### src/rtl/itest_pkg.sv
package itest_pkg;
   localparam int INTRA_N  = 4;
   localparam int PRIM_N   = 9;
   localparam int OVR_USED = INTRA_N + PRIM_N;
   localparam int ITM_BIT  = 0;
   localparam int FIFO_BIT = 1;

   typedef enum logic [1:0] {
      SEL_CTRL  = 2'd0,
      SEL_OVR   = 2'd1,
      SEL_TDATA = 2'd2,
      SEL_SPARE = 2'd3
   } reg_sel_e;
endpackage

### src/rtl/itest_regs.sv
module itest_regs
   import itest_pkg::*;
#(
   parameter int DATA_W = 16
) (
   input  logic                clk,
   input  logic                rst_n,
   input  logic                wr,
   input  reg_sel_e            sel,
   input  logic [DATA_W-1:0]   wdata,
   output logic                itm_en,
   output logic                fifo_en,
   output logic [OVR_USED-1:0] ovr_q
);
   wire unused_hi = ^wdata[DATA_W-1:OVR_USED];

   always_ff @(posedge clk or negedge rst_n) begin
      if (!rst_n) begin
         itm_en  <= 1'b0;
         fifo_en <= 1'b0;
         ovr_q   <= '0;
      end else if (wr) begin
         case (sel)
            SEL_CTRL: begin
               itm_en  <= wdata[ITM_BIT];
               fifo_en <= wdata[FIFO_BIT];
            end
            SEL_OVR:  ovr_q <= wdata[OVR_USED-1:0];
            default:  ;
         endcase
      end
   end
endmodule

### src/rtl/itest_mux_bank.sv
module itest_mux_bank #(
   parameter int WIDTH   = 4,
   parameter bit REG_OUT = 1'b0
) (
   input  logic             clk,
   input  logic             rst_n,
   input  logic             sel_test,
   input  logic [WIDTH-1:0] fn_in,
   input  logic [WIDTH-1:0] test_in,
   output logic [WIDTH-1:0] out
);
   if (WIDTH < 1) begin : g_bad_width
      $error("itest_mux_bank: WIDTH must be at least 1");
   end

   for (genvar i = 0; i < WIDTH; i++) begin : g_bit
      if (REG_OUT) begin : g_reg
         logic q;
         always_ff @(posedge clk or negedge rst_n) begin
            if (!rst_n) q <= 1'b0;
            else        q <= sel_test ? test_in[i] : fn_in[i];
         end
         assign out[i] = q;
      end else begin : g_comb
         assign out[i] = sel_test ? test_in[i] : fn_in[i];
      end
   end

   if (!REG_OUT) begin : g_noclk
      wire unused_ck = clk ^ rst_n;
   end
endmodule

### src/rtl/itest_fifo.sv
module itest_fifo #(
   parameter int DW    = 16,
   parameter int DEPTH = 4
) (
   input  logic          clk,
   input  logic          rst_n,
   input  logic          push,
   input  logic [DW-1:0] din,
   input  logic          pop,
   output logic [DW-1:0] dout,
   output logic          full,
   output logic          empty
);
   localparam int PW = (DEPTH > 1) ? $clog2(DEPTH) : 1;
   localparam int CW = $clog2(DEPTH + 1);

   if (DEPTH < 2 || (DEPTH & (DEPTH - 1)) != 0) begin : g_bad_depth
      $error("itest_fifo: DEPTH must be a power of two, at least 2");
   end

   logic [DW-1:0] mem [DEPTH];
   logic [PW-1:0] wr_ptr, rd_ptr;
   logic [CW-1:0] count;
   logic          push_ok, pop_ok;

   assign full    = (count == CW'(DEPTH));
   assign empty   = (count == '0);
   assign push_ok = push && !full;
   assign pop_ok  = pop && !empty;
   assign dout    = empty ? '0 : mem[rd_ptr];

   always_ff @(posedge clk) begin
      if (push_ok) mem[wr_ptr] <= din;
   end

   always_ff @(posedge clk or negedge rst_n) begin
      if (!rst_n) begin
         wr_ptr <= '0;
         rd_ptr <= '0;
         count  <= '0;
      end else begin
         if (push_ok) wr_ptr <= wr_ptr + PW'(1);
         if (pop_ok)  rd_ptr <= rd_ptr + PW'(1);
         case ({push_ok, pop_ok})
            2'b10:   count <= count + CW'(1);
            2'b01:   count <= count - CW'(1);
            default: ;
         endcase
      end
   end
endmodule

### src/rtl/itest_out_ctrl.sv
module itest_out_ctrl
   import itest_pkg::*;
#(
   parameter int ADDR_W   = 2,
   parameter int DATA_W   = 16,
   parameter int RX_DEPTH = 4,
   parameter int TX_DEPTH = 4,
   parameter bit REG_OUT  = 1'b0
) (
   input  logic               clk,
   input  logic               rst_n,
   input  logic               bus_wr,
   input  logic               bus_rd,
   input  logic [ADDR_W-1:0]  bus_addr,
   input  logic [DATA_W-1:0]  bus_wdata,
   output logic [DATA_W-1:0]  bus_rdata,
   input  logic [INTRA_N-1:0] fn_intra,
   input  logic [PRIM_N-1:0]  fn_prim,
   output logic [INTRA_N-1:0] intra_out,
   output logic [PRIM_N-1:0]  pin_out,
   input  logic               rxq_pop,
   output logic [DATA_W-1:0]  rxq_data,
   output logic               rxq_empty,
   input  logic               txq_push,
   input  logic [DATA_W-1:0]  txq_wdata,
   output logic               txq_full
);
   if (ADDR_W < 2) begin : g_bad_addr
      $error("itest_out_ctrl: ADDR_W must be at least 2");
   end
   if (DATA_W < OVR_USED + 1) begin : g_bad_data
      $error("itest_out_ctrl: DATA_W too narrow for the override register");
   end

   logic                hi_zero;
   reg_sel_e            sel;
   logic                itm_en, fifo_en;
   logic [OVR_USED-1:0] ovr_q;
   logic                rx_full, tx_empty;
   logic [DATA_W-1:0]   tx_dout;
   logic                tdata_hit;

   if (ADDR_W > 2) begin : g_wide_addr
      assign hi_zero = (bus_addr[ADDR_W-1:2] == '0);
   end else begin : g_narrow_addr
      assign hi_zero = 1'b1;
   end

   assign sel       = hi_zero ? reg_sel_e'(bus_addr[1:0]) : SEL_SPARE;
   assign tdata_hit = (sel == SEL_TDATA) && fifo_en;

   itest_regs #(.DATA_W(DATA_W)) regs_i (
      .clk     (clk),
      .rst_n   (rst_n),
      .wr      (bus_wr),
      .sel     (sel),
      .wdata   (bus_wdata),
      .itm_en  (itm_en),
      .fifo_en (fifo_en),
      .ovr_q   (ovr_q)
   );

   itest_mux_bank #(.WIDTH(INTRA_N), .REG_OUT(REG_OUT)) intra_mux_i (
      .clk      (clk),
      .rst_n    (rst_n),
      .sel_test (itm_en),
      .fn_in    (fn_intra),
      .test_in  (ovr_q[OVR_USED-1:PRIM_N]),
      .out      (intra_out)
   );

   itest_mux_bank #(.WIDTH(PRIM_N), .REG_OUT(REG_OUT)) prim_mux_i (
      .clk      (clk),
      .rst_n    (rst_n),
      .sel_test (itm_en),
      .fn_in    (fn_prim),
      .test_in  (ovr_q[PRIM_N-1:0]),
      .out      (pin_out)
   );

   itest_fifo #(.DW(DATA_W), .DEPTH(RX_DEPTH)) rx_fifo_i (
      .clk   (clk),
      .rst_n (rst_n),
      .push  (bus_wr && tdata_hit),
      .din   (bus_wdata),
      .pop   (rxq_pop),
      .dout  (rxq_data),
      .full  (rx_full),
      .empty (rxq_empty)
   );

   itest_fifo #(.DW(DATA_W), .DEPTH(TX_DEPTH)) tx_fifo_i (
      .clk   (clk),
      .rst_n (rst_n),
      .push  (txq_push),
      .din   (txq_wdata),
      .pop   (bus_rd && tdata_hit),
      .dout  (tx_dout),
      .full  (txq_full),
      .empty (tx_empty)
   );

   always_comb begin
      bus_rdata = '0;
      case (sel)
         SEL_CTRL: begin
            bus_rdata[ITM_BIT]  = itm_en;
            bus_rdata[FIFO_BIT] = fifo_en;
         end
         SEL_OVR: begin
            bus_rdata[OVR_USED-1:PRIM_N] = intra_out;
            bus_rdata[PRIM_N-1:0]        = ovr_q[PRIM_N-1:0];
         end
         SEL_TDATA: bus_rdata = fifo_en ? tx_dout : '0;
         default:   bus_rdata = '0;
      endcase
   end
endmodule

### config.mk
export PLATFORM = sky130hd
export DESIGN_NAME = itest_out_ctrl
export DESIGN_NICKNAME = d
export VERILOG_FILES = /design/src/rtl/itest_pkg.sv /design/src/rtl/itest_regs.sv /design/src/rtl/itest_mux_bank.sv /design/src/rtl/itest_fifo.sv /design/src/rtl/itest_out_ctrl.sv
export SDC_FILE = /design/constraint.sdc
export NUM_CORES = 1
export LEC_CHECK = 0
export ABC_AREA = 1
export BUFFER_PORTS_ARGS = -buffer_cell sky130_fd_sc_hd__buf_4
export CORE_MARGIN = 4
export CORE_UTILIZATION = 56
export CTS_CLUSTER_DIAMETER = 200
export DETAILED_ROUTE_END_ITERATION = 10
export PLACE_DENSITY = 0.78
export SYNTH_ARGS = -nofsm -noshare
export SYNTH_HDL_FRONTEND = slang
export SYNTH_SLANG_ARGS = --single-unit
### constraint.sdc
create_clock -name clk -period 4.04 [get_ports clk]
set_clock_uncertainty 0.05 [all_clocks]
set_input_delay 0.404 -clock clk [delete_from_list [all_inputs] [get_ports clk]]
set_output_delay 0.404 -clock clk [all_outputs]
set_load 0.05 [all_outputs]
==> key figures <==
Route
  – Total vias in the final route: 4791
  – Antenna viol nets, final: 0
  – Routed wire per std cell: around 16 um
  – DRC violation count after routing: 0
  – Routed wire length: 14620 um
  – Violation count after the first detailed-route iteration: 282
  – Via-to-Cell Ratio: 5.102
  – Detailed Routing Iterations Pass 1: 4

Setup path
  – Required time worst endpoint: around 3.6 ns
  – Critical setup path kind: reg2out
  – Register-to-register setup slack: 1.95 ns
  – Kind of launch point of the worst setup path: register
  – Critical path buffers and inverters: 2
  – Critical Path End Type: output pin
  – Critical path cell sequence: inv_2 -> nor2_1 -> o21ai_0 -> a21oi_1 -> buf_4
  – CP peak stage delay: 0.79 ns
  – Signal arrival time at the worst endpoint: 2.23 ns
  – Top delay family on crit path: flip-flops
  – CP max FO: 18
  – Crit path max-delay cell type: sky130_fd_sc_hd__dfrtp_1

Clock tree
  – Clock sinks: around 160
  – Post-CTS Hold Buffers: 1
  – CTS tree: built
  – CTS clk-pin slew, worst paths: 0.06 ns
  – Clk root buf: sky130_fd_sc_hd__clkbuf_16
  – Deepest clock path buffer count: 2
  – Number of CTS-inserted buffers: 17
  – # Post-CTS Setup Buffers: 0
  – Number of levels the H-tree was split into: 4
  – Source-to-sink clock delay at the later pin of the worst-skew pair: 0.41 ns
  – Resized Gates After CTS: 0

Global route
  – Number of antenna violations at the first check in global routing: 0
  – First-pass GRT wire length: roughly 24000 um
  – Global Route Usage Sum: 0.2126
  – Overflow after GRT: 0
  – Pin count of the biggest net entering global routing: 37
  – Number of global-route vias before repair: 4828

Logic synthesis
  – Number of synthesized register bits: 157
  – Fraction of registers with async set/reset: 0.1847
  – Number of nets in the synthesized netlist: 730
  – Number of warning messages in the yosys log: 0
  – Top FF cell, synth: sky130_fd_sc_hd__edfxtp_1
  – Average footprint of a synthesized cell: 10.68 um^2
  – Distinct cell type count of the synthesized netlist: 30
  – Part of the Yosys area used for sequential elements: 0.6474
  – Number of enable flip-flop cells after synthesis: 128
  – Combined area of all synthesized cells: approximately 7000 um^2
  – Number of cells produced by synthesis: 661

Timing
  – Slew @ Worst Pin: 0.9298 ns
  – Max Transition Viols Final: 0
  – Peak Freq: ~0.37 GHz
  – Number of hold violations in the final report: 0
  – Slew HR: 0.3795
  – Share of the clock period used by the worst path after layout: 0.6635
  – RSZ-0062 raised after global routing: false
  – Sum of negative setup slack: 0 ns
  – Number of setup violations in the final report: 0
  – Clock period minus final worst setup slack: 2.680 ns

Placed design
  – GP Congestion: approximately 0.8
  – Half-perimeter wire length after detailed placement: 9983 um
  – Count of input and output buffers: 99

Die
  – Die H: approximately 120 um
  – I/O pin cnt: 100
  – Count of standard-cell rows: 40
  – Core area: between 10000 and 15000 um^2
  – Initial core utilization: 0.5803
  – Width of the die: 120.3 um
  – Area of the die: 14460 um^2

Power
  – Pwr/cell area: 701.0 nW/um^2
  – Peak VDD IR: 0.0003689 V
  – Total power draw: ~5.9 mW
  – Leakage power of the design: ~3.6 nW

Layout
  – Leading cell type in the layout, fill and taps excluded: sky130_fd_sc_hd__nand2_1
  – N_diodes: 0
  – Most frequent cells in the layout: sky130_fd_sc_hd__nand2_1 (133), sky130_fd_sc_hd__edfxtp_1 (128), sky130_fd_sc_hd__buf_4 (105), sky130_fd_sc_hd__nor2_1 (86), sky130_fd_sc_hd__inv_1 (83)
  – Net count, final: 827
  – Share of the core filled with cells: 0.6921
  – Synth-to-Final Area Change: 19.25%
  – Fraction of layout instances using a drive strength above 1: 0.2127

Run
  – Max capacitance violation total: 0

Worst hold path
  – Hold/Removal Path Class: in2reg

Outcome
  – Result of the run: complete, no violations
[layer usage]
layer,track usage,up-vias,part of all wire
li1,-,2355,-
met1,0.2605,2276,0.41
met2,0.3741,134,0.52
met3,0.04350,26,0.051
met4,0.07790,0,0.020
met5,0,-,0
[flip-flops by register name (all words and copies together), names as in the netlist]
name and count:
rx_fifo_i.wr_ptr 2, regs_i.ovr_q 13, rx_fifo_i.count 3, regs_i.itm_en 1
rx_fifo_i.mem 64, tx_fifo_i.wr_ptr 2, tx_fifo_i.rd_ptr 2, tx_fifo_i.count 3
rx_fifo_i.rd_ptr 2, tx_fifo_i.mem 64, regs_i.fifo_en 1
[cell families (layout without fill, tap and decap cells)]
logic type      Yosys count  after routing  share of synthesized area
compound gates           88             88                    0.06595
xor+xnor                  8              8                   0.009928
fa+ha+maj                16             16                    0.03049
buf+inv                 118            228                    0.07605
flops                   157            157                     0.6474
mux                      11             11                    0.02074
simple gates            263            263                     0.1494
[report_power, final]
part | switching [mW] | internal (mW) | leakage, nW | total [mW]
registers | 0.149 | 2.00 | 1.50 | 2.15
logic | 1.64 | 0.685 | 1.86 | 2.32
clock network | 0.592 | 0.833 | 0.260 | 1.43
total | 2.38 | 3.52 | 3.63 | 5.90
[final timing paths]
path	start	endpoint	cells after the start
max	rx_fifo_i.rd_ptr[1]	rxq_data[8]	5
min	txq_wdata[5]	tx_fifo_i.mem[3][5]	1
max reg2reg	tx_fifo_i.count[1]	tx_fifo_i.count[2]	10
min reg2reg	rx_fifo_i.count[0]	rx_fifo_i.count[0]	1
max in group asynchronous	rst_n	regs_i.ovr_q[3]	2
min in group asynchronous	rst_n	rx_fifo_i.rd_ptr[1]	2
[worst register-to-register path: cells and delay by family (launching register included)]
family        cells  cell delay (ns)
flops             1             0.37
buf+inv           2             0.18
xor+xnor          1             0.15
simple gates      5             0.68
fa+ha+maj         2             0.60
[synthesized netlist by cell type (3+ instances only)]
master / number / area (um^2)
sky130_fd_sc_hd__inv_1: 83 / 311.6
sky130_fd_sc_hd__nor2_1: 91 / 341.6
sky130_fd_sc_hd__o21ai_0: 43 / 215.2
sky130_fd_sc_hd__nand3_1: 30 / 150.1
sky130_fd_sc_hd__buf_6: 6 / 67.56
sky130_fd_sc_hd__dfrtp_1: 29 / 725.7
sky130_fd_sc_hd__mux2_4: 6 / 90.09
sky130_fd_sc_hd__o21a_1: 4 / 30.03
sky130_fd_sc_hd__xor2_1: 6 / 52.55
sky130_fd_sc_hd__ha_1: 14 / 175.2
sky130_fd_sc_hd__o211ai_1: 3 / 22.52
sky130_fd_sc_hd__buf_2: 11 / 55.05
sky130_fd_sc_hd__or2_2: 4 / 25.02
sky130_fd_sc_hd__edfxtp_1: 128 / 3844
sky130_fd_sc_hd__clkbuf_2: 3 / 15.01
sky130_fd_sc_hd__inv_2: 4 / 15.01
sky130_fd_sc_hd__nand2_1: 133 / 499.2
sky130_fd_sc_hd__a21oi_1: 35 / 175.2
sky130_fd_sc_hd__mux2_2: 5 / 56.30
sky130_fd_sc_hd__buf_4: 7 / 52.55
[area by class of cell]
class | count | area, um^2
Inverter | 90 | 342.8
Tap cell | 168 | 210.2
Clock inverter | 14 | 102.6
Timing Repair Buffer | 106 | 798.3
Fill cell | 923 | 3745
Clock buffer | 18 | 429.2
Multi-Input combinational cell | 386 | 1964
Sequential cell | 157 | 4569
[per-stage QoR]
stage,cell area [um^2],std cells,hold slack (ns),setup WS (ns)
floorplan,7058,661,0.05841,1.769
global placement,7873,906,0.2953,1.547
detailed placement,7873,906,0.2971,1.473
CTS,8414,939,0.1188,1.300
global route,8417,939,0.1223,1.156
finish,8417,939,0.1388,1.360
Note: power is estimated with default switching activity, not from simulation.
